===== config.mk =====
export PLATFORM = sky130hd
export DESIGN_NAME = virq_list_bank
export DESIGN_NICKNAME = d
export VERILOG_FILES = /design/src/rtl/vlr_pkg.sv /design/src/rtl/vlr_control.sv /design/src/rtl/vlr_datapath.sv /design/src/rtl/virq_list_bank.sv
export SDC_FILE = /design/constraint.sdc
export NUM_CORES = 1
export LEC_CHECK = 0
export CORE_MARGIN = 3
export CORE_UTILIZATION = 40
export CTS_CLUSTER_SIZE = 10
export DETAILED_ROUTE_END_ITERATION = 8
export MAX_ROUTING_LAYER = met4
export PLACE_DENSITY = 0.59
export SLEW_MARGIN = 20
export SYNTH_ARGS = -nofsm -noshare
export SYNTH_HDL_FRONTEND = slang
export SYNTH_SLANG_ARGS = --single-unit

===== constraint.sdc =====
create_clock -name clk -period 5.2 [get_ports clk]
set_input_delay 1.3 -clock clk [delete_from_list [all_inputs] [get_ports clk]]
set_output_delay 1.3 -clock clk [all_outputs]
set_load 0.1 [all_outputs]

===== src/rtl/vlr_pkg.sv =====
package vlr_pkg;
  localparam logic [1:0] ST_IDLE = 2'b00;
  localparam logic [1:0] ST_PEND = 2'b01;
  localparam logic [1:0] ST_ACT  = 2'b10;
  localparam logic [1:0] ST_BOTH = 2'b11;

  typedef struct packed {
    logic wrAccept;
    logic wrReject;
    logic ackHit;
    logic ackReq;
    logic deactHit;
    logic deactLinked;
  } ctrlStrobes_t;
endpackage


===== src/rtl/vlr_control.sv =====
module vlr_control #(
  parameter int NUM_ENTRIES = 4,
  parameter int VID_W = 10,
  parameter int IDX_W = 2
) (
  input  logic                                hostWrEn,
  input  logic                                hostWrLink,
  input  logic [1:0]                          hostWrState,
  input  logic                                guestAckReq,
  input  logic                                guestDeactReq,
  input  logic [VID_W-1:0]                    guestDeactId,
  input  logic [NUM_ENTRIES-1:0][1:0]         entState,
  input  logic [NUM_ENTRIES-1:0]              entLink,
  input  logic [NUM_ENTRIES-1:0][VID_W-1:0]   entVid,
  output vlr_pkg::ctrlStrobes_t               strobes,
  output logic [IDX_W-1:0]                    ackIdx,
  output logic [IDX_W-1:0]                    deactIdx
);
  logic pendFound;
  logic actFound;

  // lowest index wins: scan downward so the last assignment is the smallest index
  always_comb begin
    pendFound = 1'b0;
    ackIdx    = '0;
    actFound  = 1'b0;
    deactIdx  = '0;
    for (int i = NUM_ENTRIES - 1; i >= 0; i--) begin
      if (entState[i][0]) begin
        pendFound = 1'b1;
        ackIdx    = IDX_W'(i);
      end
      if (entState[i][1] && (entVid[i] == guestDeactId)) begin
        actFound = 1'b1;
        deactIdx = IDX_W'(i);
      end
    end
  end

  always_comb begin
    strobes.wrReject    = hostWrEn && hostWrLink && (hostWrState == vlr_pkg::ST_BOTH);
    strobes.wrAccept    = hostWrEn && !strobes.wrReject;
    strobes.ackReq      = guestAckReq;
    strobes.ackHit      = guestAckReq && pendFound;
    strobes.deactHit    = guestDeactReq && actFound;
    strobes.deactLinked = guestDeactReq && actFound && entLink[deactIdx];
  end
endmodule


===== src/rtl/vlr_datapath.sv =====
module vlr_datapath #(
  parameter int NUM_ENTRIES = 4,
  parameter int VID_W = 10,
  parameter int PID_W = 10,
  parameter int IDX_W = 2
) (
  input  logic                                clk,
  input  logic                                rstN,
  input  vlr_pkg::ctrlStrobes_t               strobes,
  input  logic [IDX_W-1:0]                    ackIdx,
  input  logic [IDX_W-1:0]                    deactIdx,
  input  logic [IDX_W-1:0]                    hostIdx,
  input  logic [VID_W-1:0]                    hostWrVid,
  input  logic [1:0]                          hostWrState,
  input  logic                                hostWrLink,
  input  logic [PID_W-1:0]                    hostWrPid,
  output logic [NUM_ENTRIES-1:0][1:0]         entState,
  output logic [NUM_ENTRIES-1:0]              entLink,
  output logic [NUM_ENTRIES-1:0][VID_W-1:0]   entVid,
  output logic [VID_W-1:0]                    hostRdVid,
  output logic [1:0]                          hostRdState,
  output logic                                hostRdLink,
  output logic [PID_W-1:0]                    hostRdPid,
  output logic                                hostWrErr,
  output logic                                ackValid,
  output logic [VID_W-1:0]                    ackId,
  output logic                                physDeactValid,
  output logic [PID_W-1:0]                    physDeactId
);
  localparam logic [VID_W-1:0] SPURIOUS_ID = '1;

  logic [NUM_ENTRIES-1:0][PID_W-1:0] entPid;

  for (genvar g = 0; g < NUM_ENTRIES; g++) begin : g_entry
    logic wrSel, ackSel, deactSel;
    assign wrSel    = strobes.wrAccept && (hostIdx == IDX_W'(g));
    assign ackSel   = strobes.ackHit && (ackIdx == IDX_W'(g));
    assign deactSel = strobes.deactHit && (deactIdx == IDX_W'(g)) && !entLink[g];

    always_ff @(posedge clk) begin
      if (!rstN) begin
        entState[g] <= vlr_pkg::ST_IDLE;
        entLink[g]  <= 1'b0;
        entVid[g]   <= '0;
        entPid[g]   <= '0;
      end else if (wrSel) begin
        entState[g] <= hostWrState;
        entLink[g]  <= hostWrLink;
        entVid[g]   <= hostWrVid;
        entPid[g]   <= hostWrPid;
      end else if (ackSel) begin
        entState[g] <= vlr_pkg::ST_ACT;
      end else if (deactSel) begin
        entState[g] <= {1'b0, entState[g][0]};
      end
    end

    // a linked entry never holds pending and active together
    a_r3_linked_never_both: assert property (@(posedge clk) disable iff (!rstN)
      entLink[g] |-> (entState[g] != vlr_pkg::ST_BOTH));
  end

  always_comb begin
    hostRdVid   = entVid[hostIdx];
    hostRdState = entState[hostIdx];
    hostRdLink  = entLink[hostIdx];
    hostRdPid   = entPid[hostIdx];
  end

  always_ff @(posedge clk) begin
    if (!rstN) begin
      hostWrErr      <= 1'b0;
      ackValid       <= 1'b0;
      ackId          <= '0;
      physDeactValid <= 1'b0;
      physDeactId    <= '0;
    end else begin
      hostWrErr      <= strobes.wrReject;
      ackValid       <= strobes.ackReq;
      ackId          <= strobes.ackHit ? entVid[ackIdx] : SPURIOUS_ID;
      physDeactValid <= strobes.deactLinked;
      physDeactId    <= entPid[deactIdx];
    end
  end

  // error strobe only after a linked pending+active write request
  a_r3_err_cause: assert property (@(posedge clk) disable iff (!rstN)
    hostWrErr |-> ($past(hostWrLink) && ($past(hostWrState) == vlr_pkg::ST_BOTH)));

  // every acknowledge result follows an acknowledge strobe one cycle earlier
  a_r4_ack_timing: assert property (@(posedge clk) disable iff (!rstN)
    ackValid |-> $past(strobes.ackReq));

  // an acknowledged entry is active and not pending one cycle later unless rewritten
  a_r4_ack_moves_to_active: assert property (@(posedge clk) disable iff (!rstN)
    (strobes.ackHit && !(strobes.wrAccept && hostIdx == ackIdx)) |=> (entState[$past(ackIdx)] == vlr_pkg::ST_ACT));

  // a distributor request only follows a guest deactivate
  a_r7_phys_from_deact: assert property (@(posedge clk) disable iff (!rstN)
    physDeactValid |-> $past(strobes.deactHit));
endmodule


===== src/rtl/virq_list_bank.sv =====
module virq_list_bank #(
  parameter int NUM_ENTRIES = 4,
  parameter int VID_W = 10,
  parameter int PID_W = 10,
  localparam int IDX_W = (NUM_ENTRIES > 1) ? $clog2(NUM_ENTRIES) : 1
) (
  input  logic             clk,
  input  logic             rstN,
  input  logic             hostWrEn,
  input  logic [IDX_W-1:0] hostIdx,
  input  logic [VID_W-1:0] hostWrVid,
  input  logic [1:0]       hostWrState,
  input  logic             hostWrLink,
  input  logic [PID_W-1:0] hostWrPid,
  output logic             hostWrErr,
  output logic [VID_W-1:0] hostRdVid,
  output logic [1:0]       hostRdState,
  output logic             hostRdLink,
  output logic [PID_W-1:0] hostRdPid,
  input  logic             guestAckReq,
  output logic             ackValid,
  output logic [VID_W-1:0] ackId,
  input  logic             guestDeactReq,
  input  logic [VID_W-1:0] guestDeactId,
  output logic             physDeactValid,
  output logic [PID_W-1:0] physDeactId
);
  vlr_pkg::ctrlStrobes_t               strobes;
  logic [IDX_W-1:0]                    ackIdx, deactIdx;
  logic [NUM_ENTRIES-1:0][1:0]         entState;
  logic [NUM_ENTRIES-1:0]              entLink;
  logic [NUM_ENTRIES-1:0][VID_W-1:0]   entVid;

  vlr_control #(.NUM_ENTRIES(NUM_ENTRIES), .VID_W(VID_W), .IDX_W(IDX_W)) i_control (
    .hostWrEn(hostWrEn), .hostWrLink(hostWrLink), .hostWrState(hostWrState),
    .guestAckReq(guestAckReq), .guestDeactReq(guestDeactReq), .guestDeactId(guestDeactId),
    .entState(entState), .entLink(entLink), .entVid(entVid),
    .strobes(strobes), .ackIdx(ackIdx), .deactIdx(deactIdx)
  );

  vlr_datapath #(.NUM_ENTRIES(NUM_ENTRIES), .VID_W(VID_W), .PID_W(PID_W), .IDX_W(IDX_W)) i_datapath (
    .clk(clk), .rstN(rstN), .strobes(strobes), .ackIdx(ackIdx), .deactIdx(deactIdx),
    .hostIdx(hostIdx), .hostWrVid(hostWrVid), .hostWrState(hostWrState),
    .hostWrLink(hostWrLink), .hostWrPid(hostWrPid),
    .entState(entState), .entLink(entLink), .entVid(entVid),
    .hostRdVid(hostRdVid), .hostRdState(hostRdState), .hostRdLink(hostRdLink),
    .hostRdPid(hostRdPid), .hostWrErr(hostWrErr), .ackValid(ackValid), .ackId(ackId),
    .physDeactValid(physDeactValid), .physDeactId(physDeactId)
  );
endmodule


==> results.md, run 1 <==
* Run status: completed
* Setup tns final at 0 ps
* Worst hold start: i_datapath.entPid[1]$_SDFFE_PN0P_
* GP Congestion at 0.904
* WL per Instance at 19.5 um
* Finished Layout Cells at 912
* Seq/Total Area, Yosys at 40.6%
* Max stage delay cell, worst path: clkdlybuf4s50_1
* Cells after synthesis at 666
* Ant. Diodes at 0
* Maximum vdd drop at 0.196 mV
* WS Path Type: input pin to output pin
* R2R depth at 4
* Core area at 13600 sq um
* Initial core utilization at 41.8%
* Worst Hold Endpoint: i_datapath.entPid[1]$_SDFFE_PN0P_
* Leakage power at 2.50 nW
* Total Wirelength at 17800 um
* Critical Path Source Type: input pin
* FMAX at 224 MHz
* Yosys top cell by area: dfxtp_1
* Via density at 5.71
* Clock transition at path regs at 50 ps
* FF-to-FF setup slack at 3040 ps
* Synth cell count leaders: nand2_1 (190), dfxtp_1 (115), a21oi_1 (102)
* Power Density at 336 nW/um^2
* Main area contributors after synthesis: dfxtp_1 (41%), nand2_1 (13%), mux4_2 (9.1%)
* Max stage delay on crit path at 960 ps
* DR WL met2 at 8260 um
* Power Total at 2.48 mW
* Met1 wire length at 7750 um
* Highest Signal Layer: met4
* Clock latency at the later pin of the worst-skew pair at 410 ps
* Fin Hold WS at 470 ps
* CP Cell Sequence: clkdlybuf4s50_1 > buf_4 > mux4_2 > buf_12
* Pre-CTS setup slack at 767 ps
* # setup viols final at 0
* GRT overflow at 0
* Mapped Area at 5670 sq um
* Post-synth EDFFs at 0
* I/O pin count at 86
* First-pass GRT wire length at 28300 um
* Wire length on met3 at 1410 um
* IO Port Bufs at 85
* Buffers from clock root to sink, at most at 2
* WP data arrival at 3160 ps
* Skew final at 5.87 ps
* Synth unique cells at 45
* Largest net degree at the start of global routing at 68
* Final hold viol count at 0
* Worst hold path class: register to register
* CTS tree: yes
* Vias in the first global route at 5200
* Core Util, Final at 54.4%
* H-Tree Depth at 4
* Minimum clock period after layout at 4460 ps
* DRT iter0 DRCs at 457
* Most frequent cell after synthesis: nand2_1
* Post-synth top area share at 40.6%
* DP Cell Count at 882
* R2R Path End: i_datapath.ackId[7]$_SDFF_PN0_
* Post-cts sizing count at 0
* CTS sink count at 115
* Die width at 125 um
* GR Util All Layers at 23.7%
* Avg Cell Area, Syn at 8.51 sq um
* CTS root buf: clkbuf_16
* Die area at 15600 sq um
* Post-CTS setup buffers at 0
* Placed instance area at 6770 sq um
* Final ANT Viol Nets at 0
* MaxCap Viol Count at 0
* Remaining DRCs at 0
* CP Max Fanout at 14
* RR Startpoint: i_datapath.entState[2]$_SDFFE_PN0P_
* Most common flop cell mapped by yosys: dfxtp_1
* Post-Syn Nets at 706
* Hold buffer count at CTS at 0
* Final #Nets at 765
* Cell area after layout at 7380 sq um
* Via count at 5205
* Pre-Repair DR Iteration Count at 5
* Antenna violations before repair at 0
* Area delta synth->final at 30.1%
* Measured slew at the worst slew-check pin at 1120 ps
* Final slew viol count at 0
* Worst hold path depth at 2
* Final HPWL DP at 11700 um
* Final-layout fill cell count at 1228
* RSZ-0062 raised after global routing: false
* Slew headroom at 25.6%
* Std cell rows at 42
* Critical path capture point type: output pin
* CTS buffer count at 17
* #FFs+latches synth at 115
* Layout cells sized above 1 at 14.7%
* Ys async rst share at 0%
* Tcrit/Tclk final at 85.7%
* Worst Path Required at 3900 ps
* Die Ht at 125 um
* Final worst slack at 742 ps
* Yosys warning count at 0
[logic make-up (layout without fill, tap and decap cells)]
| kind of cell | after synthesis | count (layout) | synth area share, % |
|---|---|---|---|
| flip-flops | 115 | 115 | 40.6 |
| AO/OA/AOI/OAI | 154 | 154 | 16.2 |
| buffers and inverters | 60 | 130 | 5.43 |
| AND/OR/NAND/NOR | 274 | 274 | 22.0 |
| multiplexers | 23 | 23 | 9.14 |
| XOR/XNOR | 40 | 40 | 6.58 |
[metal layers]
metal,GRT usage (%),up-vias
li1,-,2428
met1,32.1,2510
met2,34.6,239
met3,5.59,28
met4,8.93,0
met5,-,-
[worst max-delay path by stage]
stage | slack, ps | startpoint | to | cells past startpoint
after CTS | 760 | hostIdx[1] | hostRdPid[6] | 4
after floorplan | 1130 | hostIdx[0] | hostRdPid[0] | 3
final | 740 | hostIdx[1] | hostRdPid[6] | 4
after global placement | 790 | hostIdx[1] | hostRdVid[8] | 4
after detailed placement | 770 | hostIdx[1] | hostRdPid[6] | 4
after global routing | 690 | hostIdx[1] | hostRdPid[1] | 4
[power breakdown]
group          switching (mW)  internal (mW)
combinational           0.241          0.131
clock                   0.390          0.774
sequential             0.0296          0.914
[sequential cells by signal, indices dropped and copies added (netlist names)]
| register | count |
|---|---|
| i_datapath.hostWrErr | 1 |
| i_datapath.entVid | 40 |
| i_datapath.physDeactId | 10 |
| i_datapath.entState | 8 |
| i_datapath.entPid | 40 |
| i_datapath.ackId | 10 |
| i_datapath.entLink | 4 |
| i_datapath.ackValid | 1 |
| i_datapath.physDeactValid | 1 |
[cell type report]
class / count / area [sq um] / area share, %
clock buffer: 26 / 519 / 7.04
clock inverter: 4 / 70.1 / 0.950
inverter: 2 / 7.51 / 0.102
multi-input combinational: 491 / 3080 / 41.8
sequential: 115 / 2300 / 31.2
tap: 176 / 220 / 2.99
timing repair buffer: 98 / 1170 / 15.9
[critical path, delay by kind of cell]
family | cells | cell delay, ps
buffers and inverters | 3 | 1480
multiplexers | 1 | 370
[cell usage in the layout, fill, tap and decap left out, drive strengths merged, types with 2 or more instances in the layout]
master,n
nand2,190
dfxtp,115
a21oi,102
clkdlybuf4s50,61
xnor2,40
buf,37
clkbuf,26
mux4,23
nand3,20
nor2,16
o21ai,13
a221oi,11
nand4,10
and2,10
nor3,10
a22oi,9
a211o,6
a221o,4
nand3b,4
or3,3
nand2b,2
o31ai,2
bufinv,2
clkinv,2
inv,2
nor2b,2
nor4b,2
Note: power is estimated with default switching activity, not from simulation.
==> run 2, diff against run 1 <==
- ABC_AREA: unset -> 1
- CORE_UTILIZATION: 40 -> 26
- DONT_BUFFER_PORTS: unset -> 1
- PLACE_DENSITY: 0.59 -> 0.36
==> results.md, run 2 <==
* Run status: completed
* Cell area after layout at 6890 sq um
* Vias in the first global route at 5720
* WS Path Type: input pin to output pin
* Max stage delay cell, worst path: inv_1
* DP Cell Count at 1138
* RSZ-0062 raised after global routing: false
* Worst hold path class: register to register
* Die area at 24200 sq um
* R2R Path End: i_datapath.physDeactId[9]$_SDFF_PN0_
* I/O pin count at 86
* R2R depth at 14
* Final hold viol count at 0
* Pre-Repair DR Iteration Count at 5
* Final #Nets at 917
* Worst Hold Endpoint: i_datapath.entState[7]$_SDFFE_PN0P_
* Total Wirelength at 23500 um
* Yosys warning count at 0
* Hold buffer count at CTS at 0
* # setup viols final at 0
* #FFs+latches synth at 115
* Main area contributors after synthesis: dfxtp_1 (40%), nand2_1 (9.5%), o21ai_0 (8.6%)
* Buffers from clock root to sink, at most at 2
* CTS tree: yes
* Maximum vdd drop at 0.164 mV
* Worst hold path depth at 2
* Layout cells sized above 1 at 12.2%
* Placed instance area at 6310 sq um
* Clock transition at path regs at 50 ps
* Max stage delay on crit path at 610 ps
* Via count at 5973
* CP Max Fanout at 14
* FF-to-FF setup slack at 2830 ps
* Levels on crit path at 6
* RR Startpoint: i_datapath.entVid[7]$_SDFFE_PN0P_
* Cells after synthesis at 866
* CTS buffer count at 17
* Most frequent cell after synthesis: nand2_1
* Post-cts sizing count at 0
* Worst hold start: i_datapath.entState[7]$_SDFFE_PN0P_
* Clock latency at the later pin of the worst-skew pair at 420 ps
* Die Ht at 156 um
* Ant. Diodes at 0
* Post-Syn Nets at 906
* Synth cell count leaders: nand2_1 (148), nor2_1 (121), dfxtp_1 (115)
* CTS root buf: clkbuf_16
* Core area at 21900 sq um
* Finished Layout Cells at 1170
* Initial core utilization at 26.6%
* Seq/Total Area, Yosys at 39.5%
* GP Congestion at 0.916
* Worst Path Buf+Inv at 3
* Final ANT Viol Nets at 0
* Measured slew at the worst slew-check pin at 965 ps
* Largest regs: i_datapath.entPid: 40 flops, i_datapath.entVid: 40 flops
* Area occupied by multi-input gates at 2990 sq um
* CTS sink count at 115
* Std cell rows at 54
* CP Cell Sequence: nor2_1 > buf_4 > inv_1 > o22ai_1 > a221o_1 > buf_4
* Remaining DRCs at 0
* MaxCap Viol Count at 0
* Most common flop cell mapped by yosys: dfxtp_1
* Ys async rst share at 0%
* CP most frequent cell: buf_4
* Post-synth top area share at 39.5%
* Critical Path Source Type: input pin
* Critical path capture point type: output pin
* IO Port Bufs at 0
* Yosys top cell by area: dfxtp_1
* CP top delay family: buffers and inverters
* Most frequent cells in the layout: nand2_1 (148), nor2_1 (120), dfxtp_1 (115), o21ai_0 (97), inv_1 (93)
* Leakage power at 2.82 nW
* FMAX at 240 MHz
* Largest net degree at the start of global routing at 98
* Via density at 5.11
* Most common cell after layout, fill and taps aside: nand2_1
* Die width at 156 um
* Antenna violations before repair at 0
* Avg Cell Area, Syn at 6.72 sq um
* Synth unique cells at 37
* Power Density at 368 nW/um^2
* Worst Path Required at 3900 ps
* WL per Instance at 20.1 um
* Post-CTS setup buffers at 0
* Post-synth EDFFs at 0
* Register area at 2300 sq um
* GRT overflow at 0
* Setup tns final at 0 ps
* Area delta synth->final at 18.4%
* Minimum clock period after layout at 4170 ps
* Skew final at 7.54 ps
* Slew headroom at 35.6%
* Mapped Area at 5820 sq um
* H-Tree Depth at 4
* GR Util All Layers at 19.9%
* Tcrit/Tclk final at 80.2%
* First-pass GRT wire length at 35500 um
* Final-layout fill cell count at 2436
* Final HPWL DP at 16000 um
* WP data arrival at 2870 ps
* DRT iter0 DRCs at 625
* Final slew viol count at 0
[run 2: changes by cell type after synthesis, moves of 23 or more]
cell     before  now
xnor2_1      37    8
o21ai_0      13  100
mux4_2       23    0
nand3_1      14   56
inv_1         2   94
nand2_1     190  148
nor2_1       16  121
[run 2: worst max path at each step]
stage,end,start,slack [ps]
CTS,hostRdVid[2],hostIdx[0],1010
finish,hostRdVid[2],hostIdx[0],1030
floorplan,hostRdVid[0],hostIdx[1],230
global placement,hostRdVid[2],hostIdx[0],1050
global route,hostRdVid[2],hostIdx[0],940
detailed placement,hostRdVid[2],hostIdx[0],1020
[run 2: layout make-up]
class / instances / area share, %
Inverter: 111 / 6.08
Clock inverter: 13 / 1.98
Sequential cell: 115 / 33.4
Multi-Input combinational cell: 599 / 43.4
Tap cell: 280 / 5.08
Timing Repair Buffer: 33 / 3.59
Clock buffer: 19 / 6.43
[run 2: metal layers]
| layer | up-vias | wire [um] | track usage (%) | part of all wire, % |
|---|---|---|---|---|
| li1 | 2893 | - | - | - |
| met1 | 2821 | 11400 | 28.2 | 48 |
| met2 | 235 | 9890 | 28.0 | 42 |
| met3 | 24 | 1940 | 5.27 | 8.3 |
| met4 | 0 | 302 | 5.00 | 1.3 |
| met5 | - | 0 | - | 0 |
[run 2: worst min-delay path, stage by stage, from the launching register on]
cell     delay, ps
dfxtp_1        310
nand2_1         60
a21oi_1         50
[run 2: power by group]
part           internal (mW)  switching (mW)
clock                  0.715           0.452
sequential             0.928           0.101
combinational         0.0877           0.253
total                   1.73           0.806
[run 2: stage by stage]
step / utilization (%) / hold slack, ps / power, mW / setup slack (ps)
after floorplan: - / 437 / 1.29 / 228
after global placement: 28.8 / 452 / 1.39 / 1050
after detailed placement: 28.8 / 457 / 1.39 / 1020
after CTS: 31.5 / 465 / 2.56 / 1010
after global routing: 31.5 / 489 / 2.63 / 936
final: 31.5 / 464 / 2.54 / 1030
[run 2: kinds of logic after synthesis]
group | share of synthesized area (%)
AOI/OAI and AO/OA | 23.7
xor gates and xnor gates | 1.20
buffers and inverters | 10.4
DFF | 39.5
and+or+nand+nor | 25.1
